--- src/rtl/tick_timer_pkg.sv ---
package tick_timer_pkg;
    localparam logic [1:0] REG_TARGET = 2'd0;
    localparam logic [1:0] REG_COUNT  = 2'd1;
    localparam logic [1:0] REG_CTRL   = 2'd2;
    localparam logic [1:0] REG_INT    = 2'd3;

    localparam int RUN_BIT  = 28;
    localparam int MODE_BIT = 24;
    localparam int PEND_BIT = 16;
    localparam int IE_BIT   = 20;

    typedef enum logic {
        MODE_ONCE   = 1'b0,
        MODE_REPEAT = 1'b1
    } run_mode_e;
endpackage

--- src/rtl/tick_prescaler.sv ---
module tick_prescaler #(
    parameter int DIV_W = 8
) (
    input  logic             clk,
    input  logic             rst_n,
    input  logic             run_i,
    input  logic [DIV_W-1:0] div_i,
    output logic             tick_o
);
    typedef struct packed {
        logic [DIV_W-1:0] phase;
    } pre_t;

    pre_t pre_d, pre_q;
    logic [DIV_W-1:0] div_eff;

    always_comb begin
        div_eff = (div_i < DIV_W'(2)) ? DIV_W'(2) : div_i;
        tick_o  = run_i && (pre_q.phase >= div_eff - 1'b1);
        pre_d   = pre_q;
        if (!run_i || tick_o) begin
            pre_d.phase = '0;
        end else begin
            pre_d.phase = pre_q.phase + 1'b1;
        end
    end

    always_ff @(posedge clk or negedge rst_n) begin
        if (!rst_n) pre_q <= '0;
        else        pre_q <= pre_d;
    end
endmodule

--- src/rtl/tick_counter.sv ---
module tick_counter #(
    parameter int CNT_W = 28
) (
    input  logic             clk,
    input  logic             rst_n,
    input  logic             tick_i,
    input  logic             load_i,
    input  logic [CNT_W-1:0] load_val_i,
    input  logic [CNT_W-1:0] target_i,
    input  logic             repeat_i,
    output logic [CNT_W-1:0] count_o,
    output logic             match_o
);
    typedef struct packed {
        logic [CNT_W-1:0] count;
    } cnt_t;

    cnt_t cnt_d, cnt_q;
    logic [CNT_W-1:0] incr;

    always_comb begin
        incr    = cnt_q.count + 1'b1;
        match_o = tick_i && (incr == target_i);
        cnt_d   = cnt_q;
        if (load_i) begin
            cnt_d.count = load_val_i;
        end else if (match_o) begin
            cnt_d.count = repeat_i ? '0 : incr;
        end else if (tick_i) begin
            cnt_d.count = incr;
        end
    end

    always_ff @(posedge clk or negedge rst_n) begin
        if (!rst_n) cnt_q <= '0;
        else        cnt_q <= cnt_d;
    end

    assign count_o = cnt_q.count;
endmodule

--- src/rtl/tick_irq.sv ---
module tick_irq (
    input  logic clk,
    input  logic rst_n,
    input  logic set_i,
    input  logic clr_i,
    input  logic ie_wr_i,
    input  logic ie_val_i,
    output logic pend_o,
    output logic ie_o,
    output logic irq_o
);
    typedef struct packed {
        logic pend;
        logic ie;
    } irq_t;

    irq_t irq_d, irq_q;

    always_comb begin
        irq_d = irq_q;
        if (set_i)      irq_d.pend = 1'b1;
        else if (clr_i) irq_d.pend = 1'b0;
        if (ie_wr_i)    irq_d.ie   = ie_val_i;
    end

    always_ff @(posedge clk or negedge rst_n) begin
        if (!rst_n) irq_q <= '0;
        else        irq_q <= irq_d;
    end

    assign pend_o = irq_q.pend;
    assign ie_o   = irq_q.ie;
    assign irq_o  = irq_q.pend & irq_q.ie;
endmodule

--- src/rtl/tick_timer.sv ---
module tick_timer
    import tick_timer_pkg::*;
#(
    parameter int CNT_W = 28,
    parameter int DIV_W = 8
) (
    input  logic        clk,
    input  logic        rst_n,
    input  logic        wr_en,
    input  logic        rd_en,
    input  logic [1:0]  addr,
    input  logic [31:0] wdata,
    output logic [31:0] rdata,
    output logic        irq
);
    typedef struct packed {
        logic [CNT_W-1:0] target;
        logic             run;
        run_mode_e        mode;
        logic [DIV_W-1:0] div;
    } cfg_t;

    cfg_t cfg_d, cfg_q;
    logic wr_target, wr_count, wr_ctrl, wr_int;
    logic tick, match, pend, ie;
    logic [CNT_W-1:0] count;
    logic unused_wdata;

    assign unused_wdata = ^wdata;
    assign wr_target = wr_en && (addr == REG_TARGET);
    assign wr_count  = wr_en && (addr == REG_COUNT);
    assign wr_ctrl   = wr_en && (addr == REG_CTRL);
    assign wr_int    = wr_en && (addr == REG_INT);

    always_comb begin
        cfg_d = cfg_q;
        if (wr_target) cfg_d.target = wdata[CNT_W-1:0];
        if (wr_ctrl) begin
            cfg_d.run  = wdata[RUN_BIT];
            cfg_d.mode = run_mode_e'(wdata[MODE_BIT]);
            cfg_d.div  = wdata[DIV_W-1:0];
        end else if (match && (cfg_q.mode == MODE_ONCE)) begin
            cfg_d.run = 1'b0;
        end
    end

    always_ff @(posedge clk or negedge rst_n) begin
        if (!rst_n) cfg_q <= '0;
        else        cfg_q <= cfg_d;
    end

    tick_prescaler #(.DIV_W(DIV_W)) i_pre (
        .clk    (clk),
        .rst_n  (rst_n),
        .run_i  (cfg_q.run),
        .div_i  (cfg_q.div),
        .tick_o (tick)
    );

    tick_counter #(.CNT_W(CNT_W)) i_cnt (
        .clk        (clk),
        .rst_n      (rst_n),
        .tick_i     (tick),
        .load_i     (wr_count),
        .load_val_i (wdata[CNT_W-1:0]),
        .target_i   (cfg_q.target),
        .repeat_i   (cfg_q.mode == MODE_REPEAT),
        .count_o    (count),
        .match_o    (match)
    );

    tick_irq i_irq (
        .clk      (clk),
        .rst_n    (rst_n),
        .set_i    (match),
        .clr_i    (wr_int && wdata[PEND_BIT]),
        .ie_wr_i  (wr_int),
        .ie_val_i (wdata[IE_BIT]),
        .pend_o   (pend),
        .ie_o     (ie),
        .irq_o    (irq)
    );

    always_comb begin
        rdata = '0;
        if (rd_en) begin
            case (addr)
                REG_TARGET: rdata = 32'(cfg_q.target);
                REG_COUNT:  rdata = 32'(count);
                REG_CTRL: begin
                    rdata[RUN_BIT]     = cfg_q.run;
                    rdata[MODE_BIT]    = cfg_q.mode;
                    rdata[DIV_W-1:0]   = cfg_q.div;
                end
                default: begin
                    rdata[PEND_BIT] = pend;
                    rdata[IE_BIT]   = ie;
                end
            endcase
        end
    end
endmodule

--- config.mk ---
export PLATFORM = sky130hd
export DESIGN_NAME = tick_timer
export DESIGN_NICKNAME = d
export VERILOG_FILES = /design/src/rtl/tick_timer_pkg.sv /design/src/rtl/tick_prescaler.sv /design/src/rtl/tick_counter.sv /design/src/rtl/tick_irq.sv /design/src/rtl/tick_timer.sv
export SDC_FILE = /design/constraint.sdc
export NUM_CORES = 1
export LEC_CHECK = 0
export CORE_UTILIZATION = 35
export CTS_CLUSTER_SIZE = 30
export DETAILED_ROUTE_END_ITERATION = 8
export PLACE_DENSITY_LB_ADDON = 0.25
export SLEW_MARGIN = 0
export SYNTH_ARGS = -nofsm -noshare
export SYNTH_HDL_FRONTEND = slang
export SYNTH_SLANG_ARGS = --single-unit
--- constraint.sdc ---
create_clock -name clk -period 4.3 [get_ports clk]
set_input_delay 0.86 -clock clk [delete_from_list [all_inputs] [get_ports clk]]
set_output_delay 0.86 -clock clk [all_outputs]
set_load 0.05 [all_outputs]
==> flow_summary_export.csv, run 1 <==
group,metric,value,unit
worst_setup_path,cp_slowest_cell,"or4_4",
synth,synthFlopType,"dfrtp_1",
worst_setup_path,critPathTopFamily,"simple AND/OR/NAND/NOR gates",
die,die_w,131,um
routing,drt_iter0_drc,367,
routing,drc,0,
placed_design,place_ws,19.3,ps
sta,maxSlewViolCount,0,
grt,grtUsageTotal,20.6,%
cells_and_area,final_cell_mix,"dfrtp_1 (76), nor2_1 (62), nand2_1 (50)",
synth,ys_warn_count,0,
die,die_area,0.0172,mm2
sta,rsz0062_at_grt,"true",
synth,synth_top_family_by_area,"simple AND/OR/NAND/NOR gates",
clocking,clock_sinks,76,
cells_and_area,antenna_cells,0,
synth,synthTopCellsByArea,"dfrtp_1 (33%), mux2_2 (7.4%), mux2i_1 (5.3%)",
routing,wire_per_inst,17.9,um
worst_setup_path,path_class,"reg -> reg",
synth,netlist.area_leader.share,32.7,%
sta,fin_ws,93.7,ps
grt,first_global_vias,5170,
synth,syn_area_per_cell,8.79,um2
synth,muxShareOfSynthArea,12.7,%
synth,synth_compound_area_share,12.3,%
sta,worst_slew_pin_slew,1010,ps
routing,ant_nets,0,
outcome,status,"finished clean",
clocking,clock-root-buffer,"clkbuf_16",
die,ios,71,
worst_setup_path,r2r-start,"cfg_q[5]",
grt,grt_pass1_wl,27300,um
synth,synth_edf_count,0,
routing,dr_total_vias,5302,
placed_design,port_buffers,64,
synth,syn_area,0.00582,mm2
sta,finalHoldViolCount,0,
power,power,0.00247,W
clocking,cts_tree,"built",
worst_setup_path,r2r_slack,90,ps
cells_and_area,final_common_cell,"dfrtp_1",
synth,synth-seq-cells,76,
routing,via_per_inst,5.73,
sta,fin_crit_sh,97.8,%
power,power-per-cell-area,349,mW/mm2
worst_setup_path,cp_max_fo,4,
synth,yosys.area.top_type,"dfrtp_1",
worst_setup_path,worstSetupEndpoint,"i_cnt.count_o[8]",
synth,synth-xor-area-share,6.32,%
hold_path,min_from,"i_irq.ie_o",
die,die-height,131,um
sta,period_minus_slack,4210,ps
worst_setup_path,path_cells,"or4_4 -> o41ai_4 -> ha_2 -> inv_1 -> or3_1 -> xor2_1 -> ha_1 -> a2111oi_0 -> o211ai_1 -> nand3_1 -> and4bb_2 -> nand2_4 -> nor3_4 -> buf_6 -> nor4_2",
placed_design,gp_congestion,0.877,
routing,drt_first_pass_iters,5,
routing,wirelength,16600,um
clocking,htree_levels,3,
worst_setup_path,r2r_end,"i_cnt.count_o[8]",
job,maxCapViolCount,0,
sta,finalSetupViolCount,0,
sta,timing.setup.tns,0,ps
synth,synth_cell_types,73,
clocking,insertion_delay,350,ps
power,leakagePower,2.79,nW
die,rows,46,
clocking,hold_buffers,0,
grt,grt_max_degree,77,
sta,skew,10.4,ps
grt,antenna_found_initial,0,
worst_setup_path,startpoint,"cfg_q[5]",
worst_setup_path,start_kind,"flop",
sta,relSlewSlack,32.8,%
cells_and_area,nNetsFinal,753,
cells_and_area,syn2layout_area_growth,21.6,%
clocking,clk_pin_slew,70,ps
clocking,numCtsBuffers,9,
worst_setup_path,critPathArrivalTime,4440,ps
synth,yosys.area_share.simple,28.8,%
worst_setup_path,crit_cells,15,
worst_setup_path,cp.required,4540,ps
worst_setup_path,crit_buf_inv,2,
clocking,clock_path_buffers,2,
hold_path,worst_hold_path_type,"reg -> reg",
die,core-area,0.0161,mm2
worst_setup_path,rr_worst_depth,15,
power,ir_worst_vdd,0.000149,V
cells_and_area,fillers,1560,
die,start_util,36.3,%
worst_setup_path,end_kind,"flop",
sta,max_freq,0.238,GHz
cells_and_area,drive_above_1_share,20.2,%
synth,synth_cells,662,
synth,synthArstFlopShare,100,%
synth,seq_area_frac_synth,32.7,%
synth,synth_fa_ha_area_share,2.36,%
placed_design,dp_hpwl,12200,um
worst_setup_path,critPathMaxStageDelay,550,ps
grt,grt_remaining_overflow,0,
repair_timing:
action                                  in CTS  in global routing
setup buffers                                0                  2
gates resized for setup                      1                 12
endpoints found under the setup margin       4                 25
pin swaps                                    0                  7
synth_stat cells, types with 14 or more instances:
library cell / instances
nor3_1: 20
nand3_1: 40
xor2_1: 18
a21oi_1: 15
nand4_1: 23
nor2_1: 63
xnor2_1: 24
clkbuf_1: 30
and3_1: 22
o31ai_1: 15
and2_1: 14
mux2i_1: 31
mux2_2: 38
nand2_1: 50
dfrtp_1: 76
o21ai_0: 24
per-layer routing:
layer / vias to the layer above / part of all wire (%) / wire [um] / track usage (%)
met5: - / 0 / 0 / 0
met4: 0 / 2.9 / 486 / 9.33
met3: 36 / 4.3 / 715 / 2.77
met2: 137 / 47 / 7810 / 33.1
met1: 2616 / 46 / 7550 / 27.5
li1: 2513 / - / - / -
per-stage QoR:
stage / utilization, % / std cells / hold WS, ps / cell area (um2)
final: 44.1 / 925 / 526 / 7080
after CTS: 43.7 / 923 / 533 / 7010
after floorplan: - / 664 / 467 / 5830
after global placement: 41.8 / 907 / 512 / 6710
after detailed placement: 41.8 / 907 / 521 / 6710
after global routing: 44.1 / 925 / 547 / 7080
registers in the layout (all words and copies together), names as in the netlist:
signal and cells:
i_irq.pend_o 1, cfg_q 38, i_cnt.count_o 28, i_irq.ie_o 1
i_pre.pre_q 8
kinds of logic after synthesis:
| family | count (synthesis) |
|---|---|
| buffers and inverters | 64 |
| xor gates and xnor gates | 42 |
| other | 1 |
| and+or+nand+nor | 298 |
| DFF | 76 |
| AOI/OAI and AO/OA | 101 |
| adders and majority gates | 11 |
| muxes | 69 |
where the power goes:
group	switching (W)	total (W)	internal, W
combinational	0.000403	0.000754	0.000350
clock	0.000316	0.000766	0.000450
sequential	0.000143	0.000951	0.000808
total	0.000863	0.00247	0.00161
cell type report:
cell class	instances	area [um2]	share of cell area, %
Inverter	7	26.3	0.371
Clock buffer	10	229	3.23
Tap cell	216	270	3.82
Sequential cell	76	1900	26.9
Multi-Input combinational cell	524	3710	52.4
Timing Repair Buffer	86	876	12.4
Clock inverter	6	65.1	0.919
how the worst min path moves through the flow:
stage,to,slack [ps],depth (start not counted)
finish,i_irq.ie_o,530,1
global route,i_irq.pend_o,550,2
CTS,i_irq.ie_o,530,1
detailed placement,i_irq.ie_o,520,1
global placement,i_irq.ie_o,510,1
floorplan,i_pre.pre_q[0],470,1
(Power assumes the default switching activity.)
==> run 2, diff against run 1 <==
--- a/config.mk
+++ b/config.mk
@@ -9,6 +9,8 @@
 export CTS_CLUSTER_SIZE = 30
 export DETAILED_ROUTE_END_ITERATION = 8
 export PLACE_DENSITY_LB_ADDON = 0.25
+export REMOVE_ABC_BUFFERS = 1
+export SKIP_LAST_GASP = 1
 export SLEW_MARGIN = 0
 export SYNTH_ARGS = -nofsm -noshare
 export SYNTH_HDL_FRONTEND = slang
==> run 2 against run 1 <==
Compared with the run above:
- total power grew 0.90%
- combinational power barely moved
- non-clock buffer count decreased by 3
- worst setup slack better by 150 ps
- core utilization increased by 0.078 points
- routed wire length rose by 1.2%
- critical path depth is 1 lower
- clock skew decreased by 1.6 ps
- hold slack better by 3.5 ps
- sequential share of layout area about the same
- clock power increased by 2.6%
- critical endpoint is now i_cnt.count_o[14]
- largest cell class unchanged
- largest power group unchanged
==> flow_summary_export.csv, run 2 (synthesized netlist as in run 1, its figures left out) <==
group,metric,value,unit
outcome,status,"finished clean",
cells_and_area,nNetsFinal,750,
power,pwr-share-seq,38.3,%
worst_setup_path,rr_worst_depth,14,
routing,drt_first_pass_iters,5,
power,p_sw_share,35.3,%
power,ir_worst_vdd,0.000151,V
sta,relSlewSlack,32.6,%
sta,rsz0062_at_grt,"true",
worst_setup_path,cp_max_fo,6,
power,leakagePower,2.77,nW
power,power,0.00249,W
cells_and_area,antenna_cells,0,
sta,skew,8.76,ps
placed_design,gp_congestion,0.859,
placed_design,dp_cells,906,
die,rows,46,
cells_and_area,final_common_cell,"dfrtp_1",
grt,grt_max_degree,77,
cells_and_area,regMostFlops,"cfg_q",
placed_design,dp_hpwl,12200,um
power,power_frac_comb,30.2,%
hold_path,whs_path_depth,1,
clocking,clk_pin_slew,60,ps
grt,grtUsageTotal,20.8,%
clocking,cts_tree,"built",
job,maxCapViolCount,0,
die,die_w,131,um
sta,finalSetupViolCount,0,
worst_setup_path,path_class,"reg -> reg",
routing,drt_iter0_drc,346,
clocking,clock_path_buffers,2,
worst_setup_path,critPathMaxStageDelay,580,ps
worst_setup_path,crit_buf_inv,1,
clocking,clock-root-buffer,"clkbuf_16",
die,start_util,36.3,%
routing,dr_total_vias,5277,
power,power-per-cell-area,351,mW/mm2
die,die-height,131,um
cells_and_area,drive_above_1_share,20.0,%
worst_setup_path,cp_slowest_cell,"or4_4",
die,ios,71,
cells_and_area,final_cell_mix,"dfrtp_1 (76), nor2_1 (62), nand2_1 (50)",
sta,max_freq,0.246,GHz
placed_design,port_buffers,64,
power,p_int,0.00161,W
cells_and_area,area.sequential,0.00190,mm2
worst_setup_path,path_cells,"or4_4 -> o41ai_4 -> ha_2 -> inv_1 -> or3_1 -> xor2_1 -> ha_1 -> nand3_1 -> o211ai_1 -> nand4_1 -> and4bb_4 -> and2_2 -> a2bb2oi_2 -> a31oi_1",
sta,finalHoldViolCount,0,
sta,fin_crit_sh,94.4,%
grt,grt_pass1_wl,27400,um
cells_and_area,syn2layout_area_growth,21.8,%
power,clock_power_share,31.5,%
routing,ant_nets,0,
hold_path,worst_hold_path_type,"reg -> reg",
die,die_area,0.0172,mm2
clocking,numCtsBuffers,9,
cells_and_area,multiInputGateArea,0.00371,mm2
cells_and_area,fillers,1572,
routing,via_per_inst,5.72,
routing,wire_per_inst,18.2,um
clocking,insertion_delay,350,ps
routing,wirelength,16800,um
cells_and_area,largest_reg_flops,38,
die,core-area,0.0161,mm2
sta,maxSlewViolCount,0,
grt,first_global_vias,5213,
clocking,htree_levels,3,
worst_setup_path,end_kind,"flop",
grt,grt_remaining_overflow,0,
clocking,clock_sinks,76,
worst_setup_path,critPathTopFamily,"simple AND/OR/NAND/NOR gates",
cells_and_area,instances_no_fill,922,
worst_setup_path,cp.required,4520,ps
worst_setup_path,crit_cells,14,
worst_setup_path,critPathArrivalTime,4270,ps
sta,period_minus_slack,4060,ps
worst_setup_path,start_kind,"flop",
grt,antenna_found_initial,0,
routing,drc,0,
power,p_switching,0.000880,W
sta,worst_slew_pin_slew,1010,ps
==> run 2: power groups by stage <==
stage | logic [W] | registers [W] | clock network (W)
global route | 0.000822 | 0.000970 | 0.000839
global placement | 0.000732 | 0.000953 | 0
CTS | 0.000749 | 0.000950 | 0.000802
finish | 0.000752 | 0.000955 | 0.000786
floorplan | 0.000503 | 0.000917 | 0
detailed placement | 0.000743 | 0.000962 | 0
==> run 2: final timing paths <==
| kind | start | slack [ps] | end |
|---|---|---|---|
| min in group asynchronous | rst_n | 680 | i_cnt.count_o[21] |
| max in group asynchronous | rst_n | 2970 | i_cnt.count_o[9] |
| hold reg to reg | i_irq.ie_o | 530 | i_irq.ie_o |
| setup reg to reg | cfg_q[5] | 240 | i_cnt.count_o[14] |
| setup / recovery | cfg_q[5] | 240 | i_cnt.count_o[14] |
| hold / removal | i_irq.ie_o | 530 | i_irq.ie_o |
==> run 2: layout make-up <==
type	count	area share (%)
sequential	76	26.8
multi-input combinational	524	52.3
clock inverter	7	1.08
inverter	7	0.371
timing repair buffer	83	12.4
clock buffer	9	3.18
tap	216	3.81
==> run 2: per-stage QoR <==
stage          area [um2]  util, %  hold slack, ps  setup WS, ps  TNS [ps]
2_1_floorplan        5580        -             467          -196     -1760
3_3_place_gp         6730     41.9             511           135         0
3_5_place_dp         6730     41.9             517          -112     -1770
4_1_cts              7040     43.8             531          23.0         0
5_1_grt              7090     44.2             562         -4.62     -4.62
6_report             7090     44.2             529           242         0
==> run 2: routing by layer <==
metal / share of wire [%] / track usage (%) / wire length, um / vias to the layer above
met4: 2.3 / 7.10 / 382 / 0
met2: 48 / 34.5 / 8100 / 114
met3: 3.9 / 3.95 / 659 / 31
met1: 45 / 27.1 / 7620 / 2633
li1: - / - / - / 2499
met5: 0 / 0 / 0 / -
==> run 2: timing repair <==
item | 4_1_cts | 5_1_grt
pin swaps | 0 | 5
setup endpoints to repair | 27 | 28
gates resized for setup | 1 | 12
hold buffers | 0 | 0
setup buffers | 0 | 0
==> run 2: worst reg2reg max path, delay by kind of cell, from the launching register on <==
kind                     cells  cell delay (ps)
AND/OR/NAND/NOR              6             1900
adder cells (fa/ha/maj)      2              550
flip-flops                   1              390
buffers and inverters        1               50
AO/OA/AOI/OAI                4              870
XOR/XNOR                     1              160
==> run 3, diff against run 2 <==
--- a/config.mk
+++ b/config.mk
@@ -5,6 +5,8 @@
 export SDC_FILE = /design/constraint.sdc
 export NUM_CORES = 1
 export LEC_CHECK = 0
+export CELL_PAD_IN_SITES_DETAIL_PLACEMENT = 1
+export CELL_PAD_IN_SITES_GLOBAL_PLACEMENT = 2
 export CORE_UTILIZATION = 35
 export CTS_CLUSTER_SIZE = 30
 export DETAILED_ROUTE_END_ITERATION = 8
==> run 3 against run 2 <==
Compared with the run above:
- clock power hardly changed
- design area is 2.9% higher
- total power is 2.0% higher
- core utilization is 1.3 points higher
- clock-buffer cell count is 3 higher
- worst setup slack worse by 94 ps
- sequential power hardly changed
- non-clock buffer count is 3 higher
- cell count is 0.33% higher
- highest routed layer unchanged
==> flow_summary_export.csv, run 3 (synthesized netlist as in run 1, its figures left out) <==
group,metric,value,unit
grt,grtUsageTotal,23.7,%
hold_path,worst_hold_path_type,"reg -> reg",
placed_design,dp_hpwl,13800,um
die,core-area,0.0161,mm2
cells_and_area,largest_reg_flops,38,
worst_setup_path,cp_max_fo,6,
grt,first_global_vias,5688,
die,ios,71,
worst_setup_path,start_kind,"flop",
clocking,clk_pin_slew,60,ps
grt,grt_max_degree,77,
sta,finalSetupViolCount,0,
power,pwr-share-seq,37.7,%
routing,wirelength,18800,um
sta,timing.setup.tns,0,ps
power,ir_worst_vdd,0.000151,V
grt,grt_remaining_overflow,0,
cells_and_area,final_common_cell,"dfrtp_1",
placed_design,port_buffers,64,
sta,relSlewSlack,31.3,%
die,die_area,0.0172,mm2
clocking,clock-root-buffer,"clkbuf_16",
power,leakagePower,2.84,nW
worst_setup_path,critPathArrivalTime,4400,ps
hold_path,whs_path_depth,1,
worst_setup_path,r2r_slack,150,ps
placed_design,gp_congestion,0.854,
power,p_sw_share,34.6,%
grt,antenna_found_initial,0,
clocking,clock_path_buffers,2,
die,die-height,131,um
cells_and_area,nNetsFinal,753,
power,power_frac_comb,31.3,%
sta,fin_ws,148,ps
die,die_w,131,um
worst_setup_path,end_kind,"flop",
placed_design,place_ws,-190,ps
routing,wire_per_inst,20.3,um
clocking,htree_levels,3,
die,start_util,36.3,%
worst_setup_path,cp.required,4550,ps
die,rows,46,
outcome,status,"finished clean",
worst_setup_path,rr_worst_depth,15,
routing,drc,0,
routing,dr_total_vias,5311,
sta,max_freq,0.241,GHz
routing,drt_iter0_drc,227,
cells_and_area,regMostFlops,"cfg_q",
clocking,insertion_delay,350,ps
cells_and_area,final_design_area_no_fill,0.00730,mm2
power,power,0.00254,W
power,clock_power_share,31.0,%
cells_and_area,drive_above_1_share,20.3,%
clocking,cts_tree,"built",
power,p_int,0.00166,W
placed_design,placed_cell_area,0.00693,mm2
grt,grt_pass1_wl,30900,um
job,maxCapViolCount,0,
sta,period_minus_slack,4150,ps
sta,finalHoldViolCount,0,
sta,maxSlewViolCount,0,
worst_setup_path,path_class,"reg -> reg",
clocking,clock_sinks,76,
cells_and_area,final_cell_mix,"dfrtp_1 (76), nor2_1 (62), nand2_1 (50)",
routing,drt_first_pass_iters,4,
sta,skew,7.49,ps
power,p_switching,0.000879,W
sta,worst_slew_pin_slew,1030,ps
cells_and_area,antenna_cells,0,
cells_and_area,syn2layout_area_growth,25.3,%
clocking,numCtsBuffers,9,
routing,via_per_inst,5.74,
sta,fin_crit_sh,96.6,%
power,power-per-cell-area,348,mW/mm2
routing,ant_nets,0,
-- run 3: what timing repair did --
action,in CTS,in global routing
pin swaps,1,2
gates resized for setup,3,7
setup endpoints to repair,22,28
setup buffers,0,1
hold buffers,0,0
-- run 3: area by class of cell --
| cell class | instances | area, um2 |
|---|---|---|
| repair buffers | 86 | 1080 |
| fillers | 1803 | 8760 |
| clock buffers | 12 | 256 |
| flip-flops and latches | 76 | 1900 |
| clock inverters | 4 | 47.5 |
| well taps | 216 | 270 |
| inverters | 7 | 26.3 |
| multi-input cells | 524 | 3710 |
-- run 3: worst paths after layout --
kind / start / to
max: cfg_q[4] / i_cnt.count_o[25]
min: i_irq.ie_o / i_irq.ie_o
max reg2reg: cfg_q[4] / i_cnt.count_o[25]
min reg2reg: i_irq.ie_o / i_irq.ie_o
max in group asynchronous: rst_n / cfg_q[18]
min in group asynchronous: rst_n / cfg_q[4]
-- run 3: power by group through the flow --
| stage | clock, W | sequential [W] | combinational, W |
|---|---|---|---|
| 2_1_floorplan | 0 | 0.000917 | 0.000503 |
| 3_3_place_gp | 0 | 0.000955 | 0.000764 |
| 3_5_place_dp | 0 | 0.000964 | 0.000789 |
| 4_1_cts | 0.000806 | 0.000953 | 0.000795 |
| 5_1_grt | 0.000835 | 0.000976 | 0.000867 |
| 6_report | 0.000789 | 0.000958 | 0.000796 |
-- run 3: metal layers --
metal	GRT usage, %	part of all wire (%)
met1	31.0	46
met5	0	0
met2	40.6	50
met3	2.69	2.9
met4	7.51	1.8
-- run 3: metrics by stage --
stage / util (%) / hold slack [ps] / std cells
after detailed placement: 43.2 / 519 / 908
after CTS: 45.2 / 534 / 924
final: 45.4 / 532 / 925
after floorplan: - / 467 / 607
after global routing: 45.4 / 556 / 925
after global placement: 43.2 / 515 / 908
-- run 3: critical path, stage by stage, from the launching register on --
cell and delay (ps):
dfrtp_1 430, or4_4 560, o41ai_4 250, ha_2 260, inv_1 60, or3_1 320
xor2_1 150, ha_1 220, a2111oi_2 420, o211ai_1 240, nand3_1 190, and4bb_2 270
nand2_2 120, nor3_4 70, buf_4 190, nor4_2 300
